===== config.mk =====
export PLATFORM = sky130hd
export DESIGN_NAME = fsafe_supervisor
export DESIGN_NICKNAME = d
export VERILOG_FILES = /design/src/rtl/fsafe_pkg.sv /design/src/rtl/fsafe_timer.sv /design/src/rtl/fsafe_evcnt.sv /design/src/rtl/fsafe_regs.sv /design/src/rtl/fsafe_ctrl.sv /design/src/rtl/fsafe_supervisor.sv
export SDC_FILE = /design/constraint.sdc
export NUM_CORES = 1
export LEC_CHECK = 0
export ABC_AREA = 1
export CORE_UTILIZATION = 47
export CTS_BUF_LIST = sky130_fd_sc_hd__clkbuf_2 sky130_fd_sc_hd__clkbuf_4 sky130_fd_sc_hd__clkbuf_8
export DETAILED_ROUTE_END_ITERATION = 8
export PLACE_DENSITY_LB_ADDON = 0.05
export SYNTH_ARGS = -nofsm -noshare
export SYNTH_HDL_FRONTEND = slang
export SYNTH_HIERARCHICAL = 1
export SYNTH_SLANG_ARGS = --single-unit

===== constraint.sdc =====
create_clock -name clk -period 2.1 [get_ports clk]
set_clock_uncertainty 0.1 [all_clocks]
set_input_delay 0.42 -clock clk [delete_from_list [all_inputs] [get_ports clk]]
set_output_delay 0.42 -clock clk [all_outputs]
set_load 0.005 [all_outputs]

===== src/rtl/fsafe_pkg.sv =====
package fsafe_pkg;

  typedef enum logic [1:0] {
    MODE_OPER  = 2'd0,
    MODE_FSAFE = 2'd1,
    MODE_SLEEP = 2'd2
  } mode_e;

  localparam logic [2:0] ACT_NONE  = 3'd0;
  localparam logic [2:0] ACT_LOCK  = 3'd1;
  localparam logic [2:0] ACT_SLEEP = 3'd2;

  // Field layout of the configuration register
  typedef struct packed {
    logic       cnt_en;
    logic [2:0] action;
    logic [2:0] reason;
    logic       fs_dis;
  } cfg_t;

endpackage


===== src/rtl/fsafe_timer.sv =====
module fsafe_timer #(
  parameter int TIMEOUT_TICKS = 8
) (
  input  logic clk,
  input  logic rst_n,
  input  logic start_i,
  input  logic run_i,
  input  logic tick_i,
  output logic expire_o
);
  localparam int TW = $clog2(TIMEOUT_TICKS + 1);
  localparam logic [TW-1:0] LAST = TW'(TIMEOUT_TICKS - 1);

  logic [TW-1:0] cnt_q;

  assign expire_o = run_i && tick_i && (cnt_q == LAST);

  always_ff @(posedge clk or negedge rst_n) begin
    if (!rst_n)                          cnt_q <= '0;
    else if (start_i)                    cnt_q <= '0;
    else if (run_i && tick_i && !expire_o) cnt_q <= cnt_q + 1'b1;
  end


  restart_zero_chk: assert property (@(posedge clk) disable iff (!rst_n)
    start_i |=> (cnt_q == '0));


  tick_bound_chk: assert property (@(posedge clk) disable iff (!rst_n)
    (cnt_q <= LAST));
endmodule


===== src/rtl/fsafe_evcnt.sv =====
module fsafe_evcnt #(
  parameter int CNT_W = 4
) (
  input  logic             clk,
  input  logic             rst_n,
  input  logic             en_i,
  input  logic             clr_i,
  input  logic             entry_i,
  input  logic [CNT_W-1:0] thr_i,
  output logic [CNT_W-1:0] cnt_o,
  output logic             hit_o
);
  localparam logic [CNT_W-1:0] MAXV = {CNT_W{1'b1}};

  logic [CNT_W-1:0] cnt_q;
  logic [CNT_W-1:0] nxt;

  assign nxt   = (cnt_q == MAXV) ? MAXV : CNT_W'(cnt_q + 1'b1);
  assign hit_o = en_i && (thr_i != '0) && (nxt >= thr_i);
  assign cnt_o = cnt_q;

  always_ff @(posedge clk or negedge rst_n) begin
    if (!rst_n)               cnt_q <= '0;
    else if (clr_i)           cnt_q <= '0;
    else if (entry_i && en_i) cnt_q <= nxt;
  end


  sat_hold_chk: assert property (@(posedge clk) disable iff (!rst_n)
    (cnt_q == MAXV && !clr_i) |=> (cnt_q == MAXV));


  no_count_chk: assert property (@(posedge clk) disable iff (!rst_n)
    (!en_i && !clr_i) |=> $stable(cnt_q));
endmodule


===== src/rtl/fsafe_regs.sv =====
module fsafe_regs
  import fsafe_pkg::*;
#(
  parameter int          ADDR_W   = 8,
  parameter int          DATA_W   = 8,
  parameter int          CNT_W    = 4,
  parameter logic [7:0]  CFG_ADDR = 8'h17,
  parameter logic [7:0]  CNT_ADDR = 8'h18,
  parameter logic [7:0]  INT_ADDR = 8'h53,
  parameter int          INT_BIT  = 5
) (
  input  logic              clk,
  input  logic              rst_n,
  input  logic              reg_wr_i,
  input  logic [ADDR_W-1:0] reg_addr_i,
  input  logic [DATA_W-1:0] reg_wdata_i,
  output logic [DATA_W-1:0] reg_rdata_o,
  input  logic              entry_i,
  input  logic [2:0]        reason_i,
  input  logic [CNT_W-1:0]  cnt_i,
  output cfg_t              cfg_o,
  output logic [CNT_W-1:0]  thr_o,
  output logic              cnt_clr_o,
  output logic              irq_o
);
  cfg_t             cfg_q;
  logic [CNT_W-1:0] thr_q;
  logic             irq_q;
  logic             wr_cfg, wr_cnt, wr_int;
  cfg_t             wcfg;

  assign wr_cfg = reg_wr_i && (reg_addr_i == ADDR_W'(CFG_ADDR));
  assign wr_cnt = reg_wr_i && (reg_addr_i == ADDR_W'(CNT_ADDR));
  assign wr_int = reg_wr_i && (reg_addr_i == ADDR_W'(INT_ADDR));
  assign wcfg   = cfg_t'(reg_wdata_i[7:0]);

  assign cnt_clr_o = wr_cnt && (reg_wdata_i[CNT_W-1:0] == '0);

  always_ff @(posedge clk or negedge rst_n) begin
    if (!rst_n) begin
      cfg_q <= '0;
      thr_q <= '0;
      irq_q <= 1'b0;
    end else begin
      if (wr_cfg) begin
        cfg_q.fs_dis <= wcfg.fs_dis;
        cfg_q.action <= wcfg.action;
        cfg_q.cnt_en <= wcfg.cnt_en;
      end
      if (entry_i) cfg_q.reason <= reason_i;
      if (wr_cnt)  thr_q <= reg_wdata_i[2*CNT_W-1:CNT_W];
      if (entry_i)                          irq_q <= 1'b1;
      else if (wr_int && reg_wdata_i[INT_BIT]) irq_q <= 1'b0;
    end
  end

  always_comb begin
    reg_rdata_o = '0;
    if (reg_addr_i == ADDR_W'(CFG_ADDR))      reg_rdata_o[7:0] = cfg_q;
    else if (reg_addr_i == ADDR_W'(CNT_ADDR)) reg_rdata_o[2*CNT_W-1:0] = {thr_q, cnt_i};
    else if (reg_addr_i == ADDR_W'(INT_ADDR)) reg_rdata_o[INT_BIT] = irq_q;
  end

  assign cfg_o = cfg_q;
  assign thr_o = thr_q;
  assign irq_o = irq_q;


  entry_sets_irq_chk: assert property (@(posedge clk) disable iff (!rst_n)
    entry_i |=> irq_q);


  reason_latch_chk: assert property (@(posedge clk) disable iff (!rst_n)
    entry_i |=> (cfg_q.reason == $past(reason_i)));
endmodule


===== src/rtl/fsafe_ctrl.sv =====
module fsafe_ctrl
  import fsafe_pkg::*;
(
  input  logic       clk,
  input  logic       rst_n,
  input  logic       fault_i,
  input  logic       fs_en_i,
  input  logic       wake_i,
  input  logic       timeout_i,
  input  logic       hit_i,
  input  logic [2:0] action_i,
  output mode_e      mode_o,
  output logic       entry_o
);
  mode_e mode_q, mode_d;
  logic  locked_q, locked_d;
  logic  wake_ok;

  assign wake_ok = wake_i && !fault_i;
  assign entry_o = (mode_q == MODE_OPER) && fault_i && fs_en_i && !locked_q;

  always_comb begin
    mode_d   = mode_q;
    locked_d = locked_q;
    unique case (mode_q)
      MODE_OPER: begin
        if (entry_o) begin
          if (hit_i && action_i == ACT_LOCK) begin
            mode_d   = MODE_SLEEP;
            locked_d = 1'b1;
          end else if (hit_i && action_i == ACT_SLEEP) begin
            mode_d = MODE_SLEEP;
          end else begin
            mode_d = MODE_FSAFE;
          end
        end
      end
      MODE_FSAFE: begin
        if (wake_ok)        mode_d = MODE_OPER;
        else if (timeout_i) mode_d = MODE_SLEEP;
      end
      MODE_SLEEP: begin
        if (!locked_q && wake_ok) mode_d = MODE_OPER;
      end
      default: mode_d = MODE_OPER;
    endcase
  end

  always_ff @(posedge clk or negedge rst_n) begin
    if (!rst_n) begin
      mode_q   <= MODE_OPER;
      locked_q <= 1'b0;
    end else begin
      mode_q   <= mode_d;
      locked_q <= locked_d;
    end
  end

  assign mode_o = mode_q;


  fault_blocks_wake_chk: assert property (@(posedge clk) disable iff (!rst_n)
    (mode_q == MODE_FSAFE && fault_i) |=> (mode_q != MODE_OPER));


  lockout_hold_chk: assert property (@(posedge clk) disable iff (!rst_n)
    locked_q |=> (locked_q && mode_q == MODE_SLEEP));


  disabled_stay_chk: assert property (@(posedge clk) disable iff (!rst_n)
    (mode_q == MODE_OPER && !fs_en_i) |=> (mode_q == MODE_OPER));
endmodule


===== src/rtl/fsafe_supervisor.sv =====
module fsafe_supervisor
  import fsafe_pkg::*;
#(
  parameter int         TIMEOUT_TICKS = 8,
  parameter int         ADDR_W        = 8,
  parameter int         DATA_W        = 8,
  parameter int         CNT_W         = 4,
  parameter logic [7:0] CFG_ADDR      = 8'h17,
  parameter logic [7:0] CNT_ADDR      = 8'h18,
  parameter logic [7:0] INT_ADDR      = 8'h53,
  parameter int         INT_BIT       = 5
) (
  input  logic              clk,
  input  logic              rst_n,
  input  logic              fault_i,
  input  logic [2:0]        fault_code_i,
  input  logic              bus_wake_i,
  input  logic              local_wake_i,
  input  logic              tick_i,
  input  logic              reg_wr_i,
  input  logic [ADDR_W-1:0] reg_addr_i,
  input  logic [DATA_W-1:0] reg_wdata_i,
  output logic [DATA_W-1:0] reg_rdata_o,
  output logic              irq_o,
  output logic [1:0]        mode_o
);
  cfg_t             cfg;
  logic [CNT_W-1:0] thr, cnt;
  logic             cnt_clr, entry, hit, expire;
  mode_e            mode;

  fsafe_regs #(
    .ADDR_W(ADDR_W), .DATA_W(DATA_W), .CNT_W(CNT_W),
    .CFG_ADDR(CFG_ADDR), .CNT_ADDR(CNT_ADDR), .INT_ADDR(INT_ADDR), .INT_BIT(INT_BIT)
  ) u_regs (
    .clk(clk), .rst_n(rst_n),
    .reg_wr_i(reg_wr_i), .reg_addr_i(reg_addr_i), .reg_wdata_i(reg_wdata_i),
    .reg_rdata_o(reg_rdata_o),
    .entry_i(entry), .reason_i(fault_code_i), .cnt_i(cnt),
    .cfg_o(cfg), .thr_o(thr), .cnt_clr_o(cnt_clr), .irq_o(irq_o)
  );

  fsafe_evcnt #(.CNT_W(CNT_W)) u_evcnt (
    .clk(clk), .rst_n(rst_n), .en_i(cfg.cnt_en), .clr_i(cnt_clr),
    .entry_i(entry), .thr_i(thr), .cnt_o(cnt), .hit_o(hit)
  );

  fsafe_timer #(.TIMEOUT_TICKS(TIMEOUT_TICKS)) u_timer (
    .clk(clk), .rst_n(rst_n), .start_i(entry),
    .run_i(mode == MODE_FSAFE), .tick_i(tick_i), .expire_o(expire)
  );

  fsafe_ctrl u_ctrl (
    .clk(clk), .rst_n(rst_n), .fault_i(fault_i), .fs_en_i(!cfg.fs_dis),
    .wake_i(bus_wake_i || local_wake_i), .timeout_i(expire),
    .hit_i(hit), .action_i(cfg.action), .mode_o(mode), .entry_o(entry)
  );

  assign mode_o = mode;
endmodule


==> metrics <==
reg2reg start u_evcnt/cnt_o[1]; Final period util 101%; crit path to u_ctrl/mode_o[1]; filler cell count in the final layout 308; routed vias 1617; Netlist cell types 28; most frequent standard cell in the layout excluding fill and tap cells nand2_1; row count 21; Area growth syn-to-layout 37.2%; violated checks setup timing; syn nets 276; syn_area_per_cell 6.91 um^2; Synth Cell Area 1690 um^2; Most common cell on crit path nand2_1; crit path max fanout 3; Setup crit start u_evcnt/cnt_o[1]; CP Class reg2reg; CTS Buffer Depth 2; worst reg2reg path depth 18; Worst R2R End u_ctrl/mode_o[1]; VDD IR-drop max 0.000268 V; clock buffer count from CTS 3; share of cells above drive strength 1 24.3%; initial DRC count 87; CP Launch Type flip-flop; MaxCap Viol Count 0; post-layout min period 2.11 ns; average wire per standard cell 11.0 um; nets 333; crit-path cells buf_4 -> buf_4 -> nand3_2 -> nand2_1 -> and2_4 -> ha_4 -> nand2_2 -> inv_2 -> nand2_1 -> nand3_1 -> nand2_1 -> inv_1 -> inv_1 -> nor2_2 -> nand3_1 -> nand2_1 -> nand2_1 -> nand2_1; wl on met1 1870 um; final worst slack -0.0107 ns; first-pass GRT wire length 6190 um; placed cell count 337; Die ar. 3830 um^2; status finished with violations; PortBufs 36; Initial Utilization 49.8%; Setup TNS Final -0.0107 ns; Most used DFF post-synth dfrtp_1; sequential element share of the synthesized area 35.6%; grt ovf 0; Post-synth ARST share 100%; Slew HR 78.8%; Slew @ Worst Pin 0.318 ns; Routed WL 3800 um; Non-Filler Instances 346; worst-skew pair later-pin latency 0.32 ns; cells after synthesis 244; number of flops mapped to enable cells by yosys 0; CP endpoint kind flip-flop; cell type with the largest total area after synthesis dfrtp_1; Worst path slowest cell dfrtp_1; Hold Fails Final Rpt 0; top post-synthesis cells by area dfrtp_1, nand2_1, inv_1; antenna violations before repair 0; cts hold-fix bufs 0; All-Layer GR Usage 22.0%; number of global-route vias before repair 1419; WP data required 2.27 ns; Max Freq 0.474 GHz; # clock sinks 24; RSZ-0062 raised after global routing yes; drt first pass iters 4; Pleak 0.00125 uW; Slew Limit Fails 0; routed length on met3 67 um; pwr/cell area 414 nW/um^2; Yosys warning total 6; Post-route DRC 0; Core Region 3390 um^2; WP buf/inv 5; arrival time at the worst endpoint 2.28 ns; largest net degree at the start of global routing 25; R2R setup slack -0.01 ns; clock-pin slew on the worst setup and hold paths 0.14 ns; critical path depth 18; max incr delay on CP 0.42 ns; Top-Level Pins 37; GPL Wtd Cong 0.824; n_diodes 0; share of the synthesized area in the top cell type 35.6%; dpl hpwl 2900 um; highest metal used met4; Chip Width 61.9 um; Final ANT Viol Nets 0; met2 routed WL 1840 um; family with the most delay on the worst path simple AND/OR/NAND/NOR gates; type of the most critical hold path in2async; commonest cells after routing, fill and taps aside nand2_1, inv_1, dfrtp_1, clkdlybuf4s50_1, buf_4; flops & latches, synth 24; Die Y 61.9 um; H-tree depth 1; buffer type at the clock tree root clkbuf_4; CTS tree yes; final setup fails 1; Vias per Instance 4.67
[cell families (layout without fill, tap and decap cells)]
group	count (synthesis)	after routing	share of synthesized area (%)
and+or+nand+nor	160	160	44.7
buffers and inverters	45	101	11.2
DFF	24	24	35.6
AOI/OAI and AO/OA	9	9	4.01
adders and majority gates	6	6	4.45
[worst register-to-register path, cell delays in order (launching register included)]
cell     delay, ns
dfrtp_1       0.42
buf_4         0.13
buf_4         0.14
nand3_2       0.08
nand2_1       0.07
and2_4        0.17
ha_4          0.27
nand2_2       0.05
inv_2         0.04
nand2_1       0.04
nand3_1       0.07
nand2_1       0.05
inv_1         0.05
inv_1         0.04
nor2_2        0.12
nand3_1       0.10
nand2_1       0.06
nand2_1       0.04
nand2_1       0.04
[power by group]
group,internal [uW],switching (uW)
logic,71.8,66.6
registers,471,9.54
clock network,193,146
total,736,222
[sequential cells by signal (all words and copies together) (netlist names)]
| register | count |
|---|---|
| u_regs/cfg_o | 8 |
| u_evcnt/cnt_o | 4 |
| u_regs/thr_o | 4 |
| u_timer/cnt_q | 4 |
| u_ctrl/mode_o | 2 |
| u_ctrl/locked_q | 1 |
| u_regs/irq_o | 1 |
[repair_timing]
item | in CTS | in global routing
endpoints found under the setup margin | 11 | 11
gates resized for setup | 48 | 13
pin swaps | 19 | 12
buffers inserted | 5 | 0
[cells in the mapped netlist, drive strengths merged (2+ instances only)]
master and instances:
nand2 99, inv 41, dfrtp 24, nor2 20, nand3 18, nand4 14, ha 6, o21ai 6
buf 4, and2 3, nand3b 2, nor3 2, or2 2
[stage by stage]
| stage | hold slack, ns | util, % | instance area (um^2) | total power (uW) | setup WS (ns) |
|---|---|---|---|---|---|
| CTS | 0.353 | 67.0 | 2270 | 964 | -0.0609 |
| finish | 0.352 | 68.3 | 2310 | 958 | -0.0107 |
| global route | 0.388 | 68.3 | 2310 | 1010 | -0.185 |
| global placement | 0.376 | 64.5 | 2180 | 618 | -0.452 |
| detailed placement | 0.380 | 64.5 | 2180 | 620 | -0.462 |
| floorplan | 0.0244 | - | 1690 | 539 | 0.0131 |
[worst min path at each step]
stage / endpoint / cells past startpoint
5_1_grt: u_ctrl/mode_o[1] / 2
3_5_place_dp: u_regs/cfg_o[2] / 2
2_1_floorplan: u_ctrl/locked_q / 0
6_report: u_evcnt/cnt_o[2] / 2
3_3_place_gp: u_regs/cfg_o[3] / 2
4_1_cts: u_evcnt/cnt_o[2] / 2
[layer usage]
layer | global-route usage [%] | up-vias
li1 | - | 872
met1 | 30.6 | 722
met2 | 36.9 | 21
met3 | 2.48 | 2
met4 | 4.76 | 0
met5 | 0 | -
[cell type report]
| cell class | instances | area [um^2] | share of cell area, % |
|---|---|---|---|
| sequential | 24 | 601 | 25.9 |
| tap | 46 | 57.6 | 2.49 |
| inverter | 41 | 154 | 6.65 |
| clock buffer | 3 | 22.5 | 0.973 |
| timing repair buffer | 56 | 483 | 20.9 |
| multi-input combinational | 175 | 967 | 41.8 |
| clock inverter | 1 | 30.0 | 1.30 |
Power figures use the tool's default switching activity.
